$ cat src/rtl/tkn_tx_framer_pkg.sv
package tkn_tx_framer_pkg;

  localparam int OFF_W     = 9;   // offset inside a 512-byte page
  localparam int BYTE_W    = 8;
  localparam int ALERT_LEN = 6;
  localparam int CHR_LEN   = BYTE_W + 3;

  localparam logic [7:0] CODE_SOH = 8'h01;
  localparam logic [7:0] CODE_ENQ = 8'h85;
  localparam logic [7:0] CODE_ACK = 8'h86;
  localparam logic [7:0] CODE_NAK = 8'h15;

  typedef enum logic [1:0] {
    FT_DATA = 2'd0,
    FT_ENQ  = 2'd1,
    FT_ACK  = 2'd2,
    FT_NAK  = 2'd3
  } frame_e;

  typedef enum logic [3:0] {
    PH_ALERT, PH_TYPE, PH_SID, PH_DID1, PH_DID2,
    PH_CNT0, PH_CNT, PH_DATA, PH_CRCL, PH_CRCH, PH_END
  } phase_e;

  typedef enum logic [2:0] {
    S_IDLE, S_RD1, S_RD2, S_RD3, S_HDR, S_SEND
  } seq_e;

  function automatic logic [7:0] type_code(frame_e t);
    case (t)
      FT_DATA: type_code = CODE_SOH;
      FT_ENQ:  type_code = CODE_ENQ;
      FT_ACK:  type_code = CODE_ACK;
      default: type_code = CODE_NAK;
    endcase
  endfunction

  function automatic phase_e next_phase(phase_e p, frame_e t, logic lng, logic more);
    case (p)
      PH_ALERT: next_phase = PH_TYPE;
      PH_TYPE:  next_phase = (t == FT_DATA) ? PH_SID :
                             (t == FT_ENQ)  ? PH_DID1 : PH_END;
      PH_SID:   next_phase = PH_DID1;
      PH_DID1:  next_phase = PH_DID2;
      PH_DID2:  next_phase = (t == FT_ENQ) ? PH_END : (lng ? PH_CNT0 : PH_CNT);
      PH_CNT0:  next_phase = PH_CNT;
      PH_CNT:   next_phase = PH_DATA;
      PH_DATA:  next_phase = more ? PH_DATA : PH_CRCL;
      PH_CRCL:  next_phase = PH_CRCH;
      default:  next_phase = PH_END;
    endcase
  endfunction

endpackage

$ cat src/rtl/tkn_tx_crc16.sv
module tkn_tx_crc16 #(
  parameter logic [15:0] POLY_REFL = 16'hA001
) (
  input  logic        clk,
  input  logic        rst_n,
  input  logic        clr,
  input  logic        en,
  input  logic [7:0]  din,
  output logic [15:0] crc
);

  logic [15:0] crc_q, crc_d, upd;

  always_comb begin
    upd = crc_q ^ {8'h00, din};
    for (int k = 0; k < 8; k++) begin
      upd = upd[0] ? ((upd >> 1) ^ POLY_REFL) : (upd >> 1);
    end
  end

  always_comb begin
    crc_d = crc_q;
    if (clr)     crc_d = '0;
    else if (en) crc_d = upd;
  end

  always_ff @(posedge clk or negedge rst_n) begin
    if (!rst_n) crc_q <= '0;
    else        crc_q <= crc_d;
  end

  assign crc = crc_q;

  // a clear without update leaves a zero seed for the next frame
  a_r6_crc_seed_zero: assert property (@(posedge clk) disable iff (!rst_n)
    (clr && !en) |=> (crc_q == 16'h0000));

endmodule

$ cat src/rtl/tkn_tx_shifter.sv
module tkn_tx_shifter
  import tkn_tx_framer_pkg::*;
(
  input  logic       clk,
  input  logic       rst_n,
  input  logic       ld,
  input  logic       ld_alert,
  input  logic [7:0] ld_byte,
  output logic       last,
  output logic       tx_bit,
  output logic       tx_valid
);

  localparam int CNT_W = $clog2(CHR_LEN + 1);

  logic [CHR_LEN-1:0] sh_q, sh_d;
  logic [CNT_W-1:0]   cnt_q, cnt_d;
  logic               active;

  assign active = (cnt_q != '0);
  assign last   = (cnt_q == CNT_W'(1));

  always_comb begin
    sh_d  = sh_q;
    cnt_d = cnt_q;
    if (ld) begin
      if (ld_alert) begin
        sh_d  = '1;
        cnt_d = CNT_W'(ALERT_LEN);
      end else begin
        sh_d  = {ld_byte, 3'b011};
        cnt_d = CNT_W'(CHR_LEN);
      end
    end else if (active) begin
      sh_d  = sh_q >> 1;
      cnt_d = cnt_q - CNT_W'(1);
    end
  end

  always_ff @(posedge clk or negedge rst_n) begin
    if (!rst_n) begin
      sh_q  <= '0;
      cnt_q <= '0;
    end else begin
      sh_q  <= sh_d;
      cnt_q <= cnt_d;
    end
  end

  assign tx_bit   = sh_q[0];
  assign tx_valid = active;

  // a new character may only enter at a character boundary
  a_r2_load_on_boundary: assert property (@(posedge clk) disable iff (!rst_n)
    ld |-> (!active || last));

  // every character opens with a 1 bit of its lead-in
  a_r2_leadin_first: assert property (@(posedge clk) disable iff (!rst_n)
    (ld && !ld_alert) |=> (tx_valid && tx_bit));

endmodule

$ cat src/rtl/tkn_tx_seq.sv
module tkn_tx_seq
  import tkn_tx_framer_pkg::*;
#(
  parameter int PAGE_W = 2,
  localparam int ADDR_W = PAGE_W + OFF_W
) (
  input  logic              clk,
  input  logic              rst_n,
  input  logic              start,
  input  logic [1:0]        frame_type,
  input  logic [PAGE_W-1:0] page,
  input  logic [7:0]        node_id,
  input  logic              long_en,
  output logic              busy,
  output logic              mem_rd,
  output logic [ADDR_W-1:0] mem_addr,
  input  logic [7:0]        mem_rdata,
  input  logic              ser_last,
  output logic              ld,
  output logic              ld_alert,
  output logic [7:0]        ld_byte,
  output logic              crc_clr,
  output logic              crc_en,
  input  logic [15:0]       crc,
  output logic              done
);

  localparam int REM_W = OFF_W + 1;

  seq_e              st_q, st_d;
  phase_e            ph_q, ph_d, nph;
  frame_e            typ_q, typ_d;
  logic [PAGE_W-1:0] page_q, page_d;
  logic [7:0]        node_q, node_d;
  logic              len_q, len_d;
  logic [7:0]        did_q, did_d;
  logic [7:0]        off2_q, off2_d;
  logic              lng_q, lng_d;
  logic [7:0]        cnt_q, cnt_d;
  logic [REM_W-1:0]  send_rem_q, send_rem_d;
  logic [REM_W-1:0]  fetch_rem_q, fetch_rem_d;
  logic [OFF_W-1:0]  fptr_q, fptr_d;
  logic              pf_vld_q, pf_vld_d;
  logic              rd_pend_q, rd_pend_d;
  logic [7:0]        pf_byte_q, pf_byte_d;
  logic              done_q, done_d;
  logic [OFF_W-1:0]  rd_off;
  logic              hdr_long;
  logic [7:0]        hdr_cnt;

  assign hdr_long = len_q && (off2_q == 8'h00);
  assign hdr_cnt  = hdr_long ? mem_rdata : off2_q;
  assign nph      = next_phase(ph_q, typ_q, lng_q, send_rem_q != '0);

  always_comb begin
    st_d        = st_q;
    ph_d        = ph_q;
    typ_d       = typ_q;
    page_d      = page_q;
    node_d      = node_q;
    len_d       = len_q;
    did_d       = did_q;
    off2_d      = off2_q;
    lng_d       = lng_q;
    cnt_d       = cnt_q;
    send_rem_d  = send_rem_q;
    fetch_rem_d = fetch_rem_q;
    fptr_d      = fptr_q;
    pf_vld_d    = pf_vld_q;
    rd_pend_d   = rd_pend_q;
    pf_byte_d   = pf_byte_q;
    done_d      = 1'b0;
    mem_rd      = 1'b0;
    rd_off      = '0;
    ld          = 1'b0;
    ld_alert    = 1'b0;
    ld_byte     = '0;
    crc_clr     = 1'b0;
    crc_en      = 1'b0;

    case (st_q)
      S_IDLE: begin
        if (start) begin
          st_d    = S_RD1;
          typ_d   = frame_e'(frame_type);
          page_d  = page;
          node_d  = node_id;
          len_d   = long_en;
          crc_clr = 1'b1;
        end
      end
      S_RD1: begin
        mem_rd = 1'b1;
        rd_off = OFF_W'(1);
        st_d   = S_RD2;
      end
      S_RD2: begin
        mem_rd = 1'b1;
        rd_off = OFF_W'(2);
        did_d  = mem_rdata;
        st_d   = S_RD3;
      end
      S_RD3: begin
        mem_rd = 1'b1;
        rd_off = OFF_W'(3);
        off2_d = mem_rdata;
        st_d   = S_HDR;
      end
      S_HDR: begin
        lng_d       = hdr_long;
        cnt_d       = hdr_cnt;
        send_rem_d  = (hdr_long ? REM_W'(512) : REM_W'(256)) - REM_W'(hdr_cnt);
        fetch_rem_d = (hdr_long ? REM_W'(512) : REM_W'(256)) - REM_W'(hdr_cnt);
        fptr_d      = OFF_W'(hdr_cnt);
        pf_vld_d    = 1'b0;
        rd_pend_d   = 1'b0;
        ld          = 1'b1;
        ld_alert    = 1'b1;
        ph_d        = PH_ALERT;
        st_d        = S_SEND;
      end
      S_SEND: begin
        if (rd_pend_q) begin
          pf_byte_d = mem_rdata;
          pf_vld_d  = 1'b1;
          rd_pend_d = 1'b0;
        end else if (!pf_vld_q && (fetch_rem_q != '0) && (typ_q == FT_DATA)) begin
          mem_rd      = 1'b1;
          rd_off      = fptr_q;
          rd_pend_d   = 1'b1;
          fptr_d      = fptr_q + OFF_W'(1);
          fetch_rem_d = fetch_rem_q - REM_W'(1);
        end
        if (ser_last) begin
          if (nph == PH_END) begin
            st_d   = S_IDLE;
            done_d = 1'b1;
          end else begin
            ld   = 1'b1;
            ph_d = nph;
            case (nph)
              PH_TYPE:             ld_byte = type_code(typ_q);
              PH_SID:              ld_byte = node_q;
              PH_DID1, PH_DID2:    ld_byte = did_q;
              PH_CNT0: begin
                ld_byte = 8'h00;
                crc_en  = 1'b1;
              end
              PH_CNT: begin
                ld_byte = cnt_q;
                crc_en  = 1'b1;
              end
              PH_DATA: begin
                ld_byte    = pf_byte_q;
                crc_en     = 1'b1;
                pf_vld_d   = 1'b0;
                send_rem_d = send_rem_q - REM_W'(1);
              end
              PH_CRCL:             ld_byte = crc[7:0];
              default:             ld_byte = crc[15:8];
            endcase
          end
        end
      end
      default: st_d = S_IDLE;
    endcase
  end

  always_ff @(posedge clk or negedge rst_n) begin
    if (!rst_n) begin
      st_q        <= S_IDLE;
      ph_q        <= PH_END;
      typ_q       <= FT_DATA;
      page_q      <= '0;
      node_q      <= '0;
      len_q       <= 1'b0;
      did_q       <= '0;
      off2_q      <= '0;
      lng_q       <= 1'b0;
      cnt_q       <= '0;
      send_rem_q  <= '0;
      fetch_rem_q <= '0;
      fptr_q      <= '0;
      pf_vld_q    <= 1'b0;
      rd_pend_q   <= 1'b0;
      pf_byte_q   <= '0;
      done_q      <= 1'b0;
    end else begin
      st_q        <= st_d;
      ph_q        <= ph_d;
      typ_q       <= typ_d;
      page_q      <= page_d;
      node_q      <= node_d;
      len_q       <= len_d;
      did_q       <= did_d;
      off2_q      <= off2_d;
      lng_q       <= lng_d;
      cnt_q       <= cnt_d;
      send_rem_q  <= send_rem_d;
      fetch_rem_q <= fetch_rem_d;
      fptr_q      <= fptr_d;
      pf_vld_q    <= pf_vld_d;
      rd_pend_q   <= rd_pend_d;
      pf_byte_q   <= pf_byte_d;
      done_q      <= done_d;
    end
  end

  assign busy     = (st_q != S_IDLE);
  assign done     = done_q;
  assign mem_addr = {page_q, rd_off};

  // a payload character is only loaded from a filled prefetch slot
  a_r4_payload_ready: assert property (@(posedge clk) disable iff (!rst_n)
    (ld && (ph_d == PH_DATA)) |-> pf_vld_q);

  // a start during a frame leaves the latched frame type untouched
  a_r10_start_ignored: assert property (@(posedge clk) disable iff (!rst_n)
    (busy && start) |=> $stable(typ_q));

  // the end pulse never lasts two cycles
  a_r9_done_single: assert property (@(posedge clk) disable iff (!rst_n)
    done_q |=> !done_q);

endmodule

$ cat src/rtl/tkn_tx_framer.sv
module tkn_tx_framer
  import tkn_tx_framer_pkg::*;
#(
  parameter int PAGE_W = 2,
  localparam int ADDR_W = PAGE_W + OFF_W
) (
  input  logic              clk,
  input  logic              rst_n,
  input  logic              start,
  input  logic [1:0]        frame_type,
  input  logic [PAGE_W-1:0] page,
  input  logic [7:0]        node_id,
  input  logic              long_en,
  output logic              busy,
  output logic              mem_rd,
  output logic [ADDR_W-1:0] mem_addr,
  input  logic [7:0]        mem_rdata,
  output logic              tx_bit,
  output logic              tx_valid,
  output logic              done
);

  logic [1:0]  rst_sync_q;
  logic        rst_int_n;
  logic        ser_last, ld, ld_alert, crc_clr, crc_en;
  logic [7:0]  ld_byte;
  logic [15:0] crc;

  always_ff @(posedge clk or negedge rst_n) begin
    if (!rst_n) rst_sync_q <= 2'b00;
    else        rst_sync_q <= {rst_sync_q[0], 1'b1};
  end
  assign rst_int_n = rst_sync_q[1];

  tkn_tx_seq #(.PAGE_W(PAGE_W)) u_seq (
    .clk        (clk),
    .rst_n      (rst_int_n),
    .start      (start),
    .frame_type (frame_type),
    .page       (page),
    .node_id    (node_id),
    .long_en    (long_en),
    .busy       (busy),
    .mem_rd     (mem_rd),
    .mem_addr   (mem_addr),
    .mem_rdata  (mem_rdata),
    .ser_last   (ser_last),
    .ld         (ld),
    .ld_alert   (ld_alert),
    .ld_byte    (ld_byte),
    .crc_clr    (crc_clr),
    .crc_en     (crc_en),
    .crc        (crc),
    .done       (done)
  );

  tkn_tx_shifter u_shift (
    .clk      (clk),
    .rst_n    (rst_int_n),
    .ld       (ld),
    .ld_alert (ld_alert),
    .ld_byte  (ld_byte),
    .last     (ser_last),
    .tx_bit   (tx_bit),
    .tx_valid (tx_valid)
  );

  tkn_tx_crc16 u_crc (
    .clk   (clk),
    .rst_n (rst_int_n),
    .clr   (crc_clr),
    .en    (crc_en),
    .din   (ld_byte),
    .crc   (crc)
  );

  // the end pulse follows a frame bit and never overlaps one
  a_r9_done_after_bit: assert property (@(posedge clk) disable iff (!rst_int_n)
    done |-> ($past(tx_valid) && !tx_valid && !busy));

  // no RAM traffic and no line activity while idle
  a_r1_idle_quiet: assert property (@(posedge clk) disable iff (!rst_int_n)
    (!busy && !done) |-> (!mem_rd && !tx_valid));

endmodule

$ cat config.mk
export PLATFORM = sky130hd
export DESIGN_NAME = tkn_tx_framer
export DESIGN_NICKNAME = d
export VERILOG_FILES = /design/src/rtl/tkn_tx_framer_pkg.sv /design/src/rtl/tkn_tx_crc16.sv /design/src/rtl/tkn_tx_shifter.sv /design/src/rtl/tkn_tx_seq.sv /design/src/rtl/tkn_tx_framer.sv
export SDC_FILE = /design/constraint.sdc
export NUM_CORES = 1
export LEC_CHECK = 0
export ABC_AREA = 1
export ABC_CLOCK_PERIOD_IN_PS = 5700
export BUFFER_PORTS_ARGS = -buffer_cell sky130_fd_sc_hd__buf_2
export CORE_UTILIZATION = 60
export CTS_CLUSTER_SIZE = 14
export DETAILED_ROUTE_END_ITERATION = 8
export PLACE_DENSITY = 0.88
export SETUP_SLACK_MARGIN = 0.1
export SYNTH_ARGS = -nofsm -noshare
export SYNTH_HDL_FRONTEND = slang
export SYNTH_SLANG_ARGS = --single-unit
$ cat constraint.sdc
create_clock -name clk -period 5.7 [get_ports clk]
set_input_delay 0.57 -clock clk [delete_from_list [all_inputs] [get_ports clk]]
set_output_delay 0.57 -clock clk [all_outputs]
set_load 0.02 [all_outputs]
* Word level (Yosys, flattened, before mapping) *
Index checks and enable logic that the tools add are counted.

cells by class
  add/subtract/negate cells = 5
  reduce and logical (&&, ||, !) cells = 24
  bitwise logic cells = 9
  eq/ne operators = 32
  muxes and demuxes = 71

operators with widths
  operator                                             number
  two-way mux 16 bit                                   10
  two-way mux 10 bit                                   6
  one-hot mux 8 bit (7 select lines)                   1
  one-hot mux 10 bit (2 select lines)                  2
  two-way mux 4 bit                                    9
  two-way mux 9 bit                                    4
  one-hot mux 4 bit (9 select lines)                   1
  one-hot mux 9 bit (4 select lines)                   1
  two-way mux 11 bit                                   3
  equality test 4 x 3 -> 1 bit, second input constant  8
  two-way mux 8 bit                                    4
  NOT 2 -> 3 bit                                       8
  one-hot mux 8 bit (3 select lines)                   1
  nonzero test 10 bit                                  2
  subtractor 10 x 1 -> 10 bit, second input constant   2
  two-way mux 1 bit                                    18
  one-hot mux 3 bit (6 select lines)                   1
  one-hot mux 9 bit (2 select lines)                   1
  equality test 4 x 2 -> 1 bit, second input constant  4
  XOR 16 x 8 -> 16 bit                                 1
  equality test 4 x 1 -> 1 bit, second input constant  3
  equality test 4 bit, second input constant           3
  subtractor 10 x 8 -> 10 bit                          1
  adder 9 x 1 -> 9 bit, second input constant          1
  other kinds (26)                                     46

word-level totals
  input port bits = 24
  logic and storage cells = 162
  register bits after elaboration = 118
  output and inout bits = 16

* Longest topological paths before layout *
  word-level depth = 29
  mapped depth = 29
  gate-level depth less buffers = 28

* Hierarchy *
A second synthesis with hierarchy kept.

unflattened totals
  cell total of the unflattened synthesis = 1,030
  area, all modules = 7,267.0 um^2

by module, submodules not included
  module          instances  area each (um^2)  cells each
  tkn_tx_seq      1          5,395.2           790
  tkn_tx_crc16    1          1,021.0           138
  tkn_tx_shifter  1          797.0             99
  tkn_tx_framer   1          53.8              3

* Worst setup path after synthesis *
No wires, ideal clock.

  kind = flip-flop to flip-flop
  from = register u_seq.send_rem_q[0]
  to = register u_crc.crc_q[0] (netlist: u_crc.crc[0])
  arrival = 2.546 ns
  setup slack = 3.037 ns
  cell stages (with the launch flop) = 27
  library setup time = 0.118 ns
  clock period less this slack = 2.663 ns
  path buffers = 1
  path through = dfrtp_1 -> inv_1 -> ha_1 -> inv_1 -> nor2_1 -> nand3_1 -> nor2_1 -> nor2_4 -> nor2_4 -> nand2_4 -> inv_4 -> nand2_4 -> nand2_2 -> buf_6 -> a21oi_4 -> nand2_2 -> nand2_1 -> nand2_1 -> nand2_1 -> nand2_2 -> nor2_1 -> nor2_2 -> nand2_2 -> nand3_1 -> nand3_2 -> nand3_1 -> nand2_1

on the way
  cells in the longest elaborated chain, start to end = 21

ends and longest elaborated chain
  element                                                                       RTL line                 source
  start: declaration                                                            tkn_tx_seq.sv:40         logic [REM_W-1:0] send_rem_q, send_rem_d;
  start signal: assignment                                                      tkn_tx_seq.sv:199        send_rem_q <= send_rem_d;
  nonzero test 10 bit *                                                         tkn_tx_seq.sv:53         assign nph = next_phase(ph_q, typ_q, lng_q, send_rem_q != '0);
  two-way mux 4 bit *                                                           tkn_tx_framer_pkg.sv:48  PH_DATA: next_phase = more ? PH_DATA : PH_CRCL;
  one-hot mux 4 bit (9 select lines) *                                          tkn_tx_framer_pkg.sv:39  case (p)
  equality test 4 x 2 -> 1 bit or equality test 4 x 3 -> 1 bit (tied branches)  tkn_tx_seq.sv:141        case (nph)
  OR reduction 2 bit                                                            tkn_tx_seq.sv:141
  one-hot mux 8 bit (7 select lines)                                            tkn_tx_seq.sv:141
  two-way mux 8 bit                                                             tkn_tx_seq.sv:135        if (nph == PH_END) begin
  two-way mux 8 bit                                                             tkn_tx_seq.sv:134        if (ser_last) begin
  two-way mux 8 bit                                                             tkn_tx_seq.sv:81         case (st_q)
  XOR 16 x 8 -> 16 bit                                                          tkn_tx_crc16.sv:15       upd = crc_q ^ {8'h00, din};
  two-way mux 16 bit or NOT 2 -> 3 bit (tied branches) (6 in a row)             n/a
  NOT 2 -> 3 bit (no source line) or two-way mux 16 bit (tied branches)         n/a
  two-way mux 16 bit (2 in a row)                                               tkn_tx_crc16.sv:17       upd = upd[0] ? ((upd >> 1) ^ POLY_REFL) : (upd >> 1);
  two-way mux 16 bit                                                            tkn_tx_crc16.sv:24       else if (en) crc_d = upd;
  two-way mux 16 bit                                                            tkn_tx_crc16.sv:23       if (clr) crc_d = '0;
  end signal: assignment                                                        tkn_tx_crc16.sv:29       else crc_q <= crc_d;
  end: declaration                                                              tkn_tx_crc16.sv:12       logic [15:0] crc_q, crc_d, upd;

Every way passes the cells marked *; elsewhere a longest branch is shown, timed or not. The select of a mux whose other input is x is not followed.
A chain may end at the register's enable or synchronous reset.

* Worst setup path after layout *
  from = register u_seq.st_q[0]
  to = register u_seq.fetch_rem_q[5]

on the way
  cells in the longest elaborated chain, start to end = 3

ends and longest elaborated chain
  element                                                         RTL line           source
  start: declaration                                              tkn_tx_seq.sv:30   seq_e st_q, st_d;
  start signal: assignment                                        tkn_tx_seq.sv:189  st_q <= st_d;
  equality test 3 bit                                             tkn_tx_seq.sv:81
  inequality test 2 bit (no source line) (tied with other cells)  n/a
  AND reduction 3 bit (no source line)                            n/a
  end signal: assignment                                          tkn_tx_seq.sv:200  fetch_rem_q <= fetch_rem_d;
  end: declaration                                                tkn_tx_seq.sv:41   logic [REM_W-1:0] fetch_rem_q, fetch_rem_d;

Parallel ways exist; a longest one is shown, timed or not.

==> run metrics <==
status finished, final reports clean; Ports 40; Post-synth ARST share between 90% and 100%; Mapped Area between 0.006 and 0.007 mm2; Comb pwr share 40.8%; maximum clock frequency approximately 290 MHz; DRT iter0 DRCs about 660; diodes inserted 0; Synth Area in Simple Gates 29.6%; Distinct cells, synth 46; Root Buffer clkbuf_16; DIE WIDTH 110 um; clock period minus worst slack 3.49 ns; Placed Cells ~1,100; Hold WC Path Type in2reg; EDFF count, synth 0; sw frac between 40% and 50%; Final period util a little over 60%; TritonCTS clock tree built; Finished Core Util 71.5%; register share of total power 32.7%; largest net degree at the start of global routing 72; area share of the largest cell type after synthesis around two fifths; CTS Sinks ~120; Area contributors post-synth dfrtp_1, nand2_1, o21ai_0, inv_1, nor2_1; Synth Register Bits ~120; setup TNS 0 ns; sequential area share after synthesis around 43%; CP Launch Point u_seq.st_q[0]; Crit path arrival time about 3.8 ns; GRT Resource Usage Total between 30 and 40%; most frequent cells after synthesis nand2_1, dfrtp_1, o21ai_0; Worst EP required ~6.0 ns; Final GP Congestion 0.932; Critical Setup Path Class reg2reg; Syn Nets about 970; number of nets with antenna violations after routing 0; fin cells between 1,000 and 1,500; grt ovf 0; Synth Warn # 0; Final Setup Violations 0; FF-to-FF Start u_seq.st_q[0]; Worst Skew 0.00900 ns; Yosys top cell by area dfrtp_1; Clock Latency Late Sink approximately 0.43 ns; Top FF cell, synth dfrtp_1; WL per Instance approximately 16 um; CP Capture Type flop; RSZ-0062 raised after global routing no; DRT Pass-1 Iters 5; DR vias 6,591; share of cells above drive strength 1 approximately 14%; Slew Limit Fails 0; first-pass GRT wire length between 20,000 and 30,000 um; Post-Synth Adder-Cell Area about 2.5%; area of the multi-input gates ~0.0034 mm2; Net Sw Power 1.90 mW; DP Wirelength 12,300 um; combinational family with the most area after synthesis simple AND/OR/NAND/NOR gates; number of global-route vias before repair between 6,000 and 7,000; mux cell area share after synthesis 0%; DRC Markers 0; # rows 38; fill count roughly 840; Nets between 1,000 and 1,500; HP Start node_id[4]; core region area 0.0110 mm2; max_slew headroom 28.9%; P per Cell Area between 500 and 600 mW/mm2; LEAKAGE 3.98 nW; Slew @ Worst Pin between 1 and 1.5 ns; CP max FO 27; top-count cell post-synth nand2_1; routed vias/inst a little under 6; final hold violations 0; die area 0.0120 mm2; drt total wl 17,700 um; CTS Buffer Depth 2; die height between 100 and 150 um; Reg area between 0.002 and 0.003 mm2; max-cap viol count 0; peak supply drop about 0.46 mV; Int Pwr about 2.5 mW; synthesized area per cell 7.41 um2; initial antenna violation count 0; Clk pwr share between 20% and 30%; Layout area overhead 13.6%; IO buf count 39; xor and xnor area share after synthesis ~1.1%; Compound-Gate Fraction of Synth Area roughly 16%; critical path launch point type flop; CTS Buf Count 17; htree depth 4; Initial Util roughly 63%; Mapped Cells between 900 and 1,000; # resized after CTS 0; Worst-path clk slew 0.06 ns
==> cell usage in the layout (no fill, tap or decap), types with 2 or more instances in the layout <==
cell        synthesis  routed
clkinv_4            0       3
buf_4               0       2
nand2_2            16      16
clkbuf_16           0      17
a21oi_4             2       2
bufinv_16           0       4
nor2_1             89      89
nand2_4             7       7
o21bai_1            2       2
o21ai_0           107     107
xor2_1              8       8
nor4_1              2       2
nand3_1            60      60
nand2_1           244     244
o211ai_1            5       5
inv_2               9       9
nor2_2              5       5
nor2_8              2       2
clkinv_1            3       3
o22ai_1            15      15
or2_2               2       2
clkinv_2            0       2
a31oi_1            12      12
dfstp_2             2       2
o21ai_2             4       4
a21oi_1            32      32
nand4_1            11      11
a22oi_1             6       6
nor2_4              5       5
dfrtp_1           116     115
buf_2               1      39
inv_6               0       3
inv_4               2       2
ha_1               14      14
inv_1             105     105
nand3_2             3       3
nor3_1             10      10
clkinvlp_4          0       2
a21oi_2             4       4
==> cell type report <==
cell class              instances  area share (%)
inverters                     119            5.73
multi-input cells             679            43.6
well taps                     140            2.22
flip-flops and latches        118            37.5
clock buffers                  18            5.57
clock inverters                14            2.51
repair buffers                 42            2.79
==> metrics by stage <==
stage	cell area, um2	total power, mW	worst slack [ns]	hold slack [ns]
2_1_floorplan	6940	2.71	2.17	0.274
3_3_place_gp	7240	3.10	2.33	0.336
3_5_place_dp	7240	3.15	2.27	0.338
4_1_cts	7880	4.34	2.29	0.329
5_1_grt	7880	4.68	1.81	0.337
6_report	7880	4.38	2.21	0.336
==> state kept, by name, indices dropped and copies added (netlist names) <==
register / flops
rst_sync_q: 2
u_crc.crc: 16
u_seq.cnt_q: 8
u_seq.did_q: 8
u_seq.done: 1
u_seq.fetch_rem_q: 10
u_seq.fptr_q: 9
u_seq.len_q: 1
u_seq.lng_q: 1
u_seq.node_q: 8
u_seq.off2_q: 8
u_seq.page_q: 2
u_seq.pf_byte_q: 8
u_seq.pf_vld_q: 1
u_seq.ph_q: 4
u_seq.rd_pend_q: 1
u_seq.send_rem_q: 10
u_seq.st_q: 3
u_seq.typ_q: 2
u_shift.cnt_q: 4
u_shift.sh_q: 11
==> power by group through the flow <==
stage | logic (mW) | clock network [mW] | registers (mW)
2_1_floorplan | 1.34 | 0 | 1.37
3_5_place_dp | 1.73 | 0 | 1.42
4_1_cts | 1.76 | 1.16 | 1.42
6_report | 1.79 | 1.16 | 1.43
5_1_grt | 2.00 | 1.21 | 1.47
3_3_place_gp | 1.69 | 0 | 1.42
==> worst max-delay path, cell delays in order (launching register included) <==
cell	delay (ns)
dfrtp_1	0.40
inv_1	0.11
nor2_1	0.07
nand2_1	0.68
clkinv_1	0.21
o211ai_1	0.49
nand2_1	0.77
clkinv_1	0.43
nor2_1	0.07
a22oi_1	0.15
==> metal layers <==
metal	global-route usage [%]	up-vias	share of wire (%)
met5	0	-	0
met4	12.2	0	2.4
met3	8.24	47	8.6
met2	49.7	321	46
met1	43.7	3081	43
li1	-	3142	-
==> timing repair <==
action                                 in CTS  in global routing
hold buffers                                1                  0
endpoints found under the hold margin       2                  0
buffers inserted                            0                  0
==> path summary, 6_finish.rpt <==
kind / slack [ns] / endpoint / cells past startpoint
worst min register to register: 0.36 / rst_sync_q[1] / 0
worst max register to register: 2.21 / u_seq.fetch_rem_q[5] / 9
min in group asynchronous: 0.45 / u_seq.off2_q[4] / 0
max in group asynchronous: 4.12 / u_shift.cnt_q[1] / 1
worst min-delay path: 0.34 / u_seq.node_q[4] / 3
worst max-delay path: 2.21 / u_seq.fetch_rem_q[5] / 9
==> cells by family (layout without fill, tap and decap cells) <==
group | after synthesis | after routing
AND/OR/NAND/NOR | 459 | 459
AO/OA/AOI/OAI | 196 | 196
buffers and inverters | 139 | 193
flip-flops | 118 | 118
adder cells (fa/ha/maj) | 14 | 14
XOR/XNOR | 9 | 9
other | 1 | 1
Power figures use the tool's default switching activity.
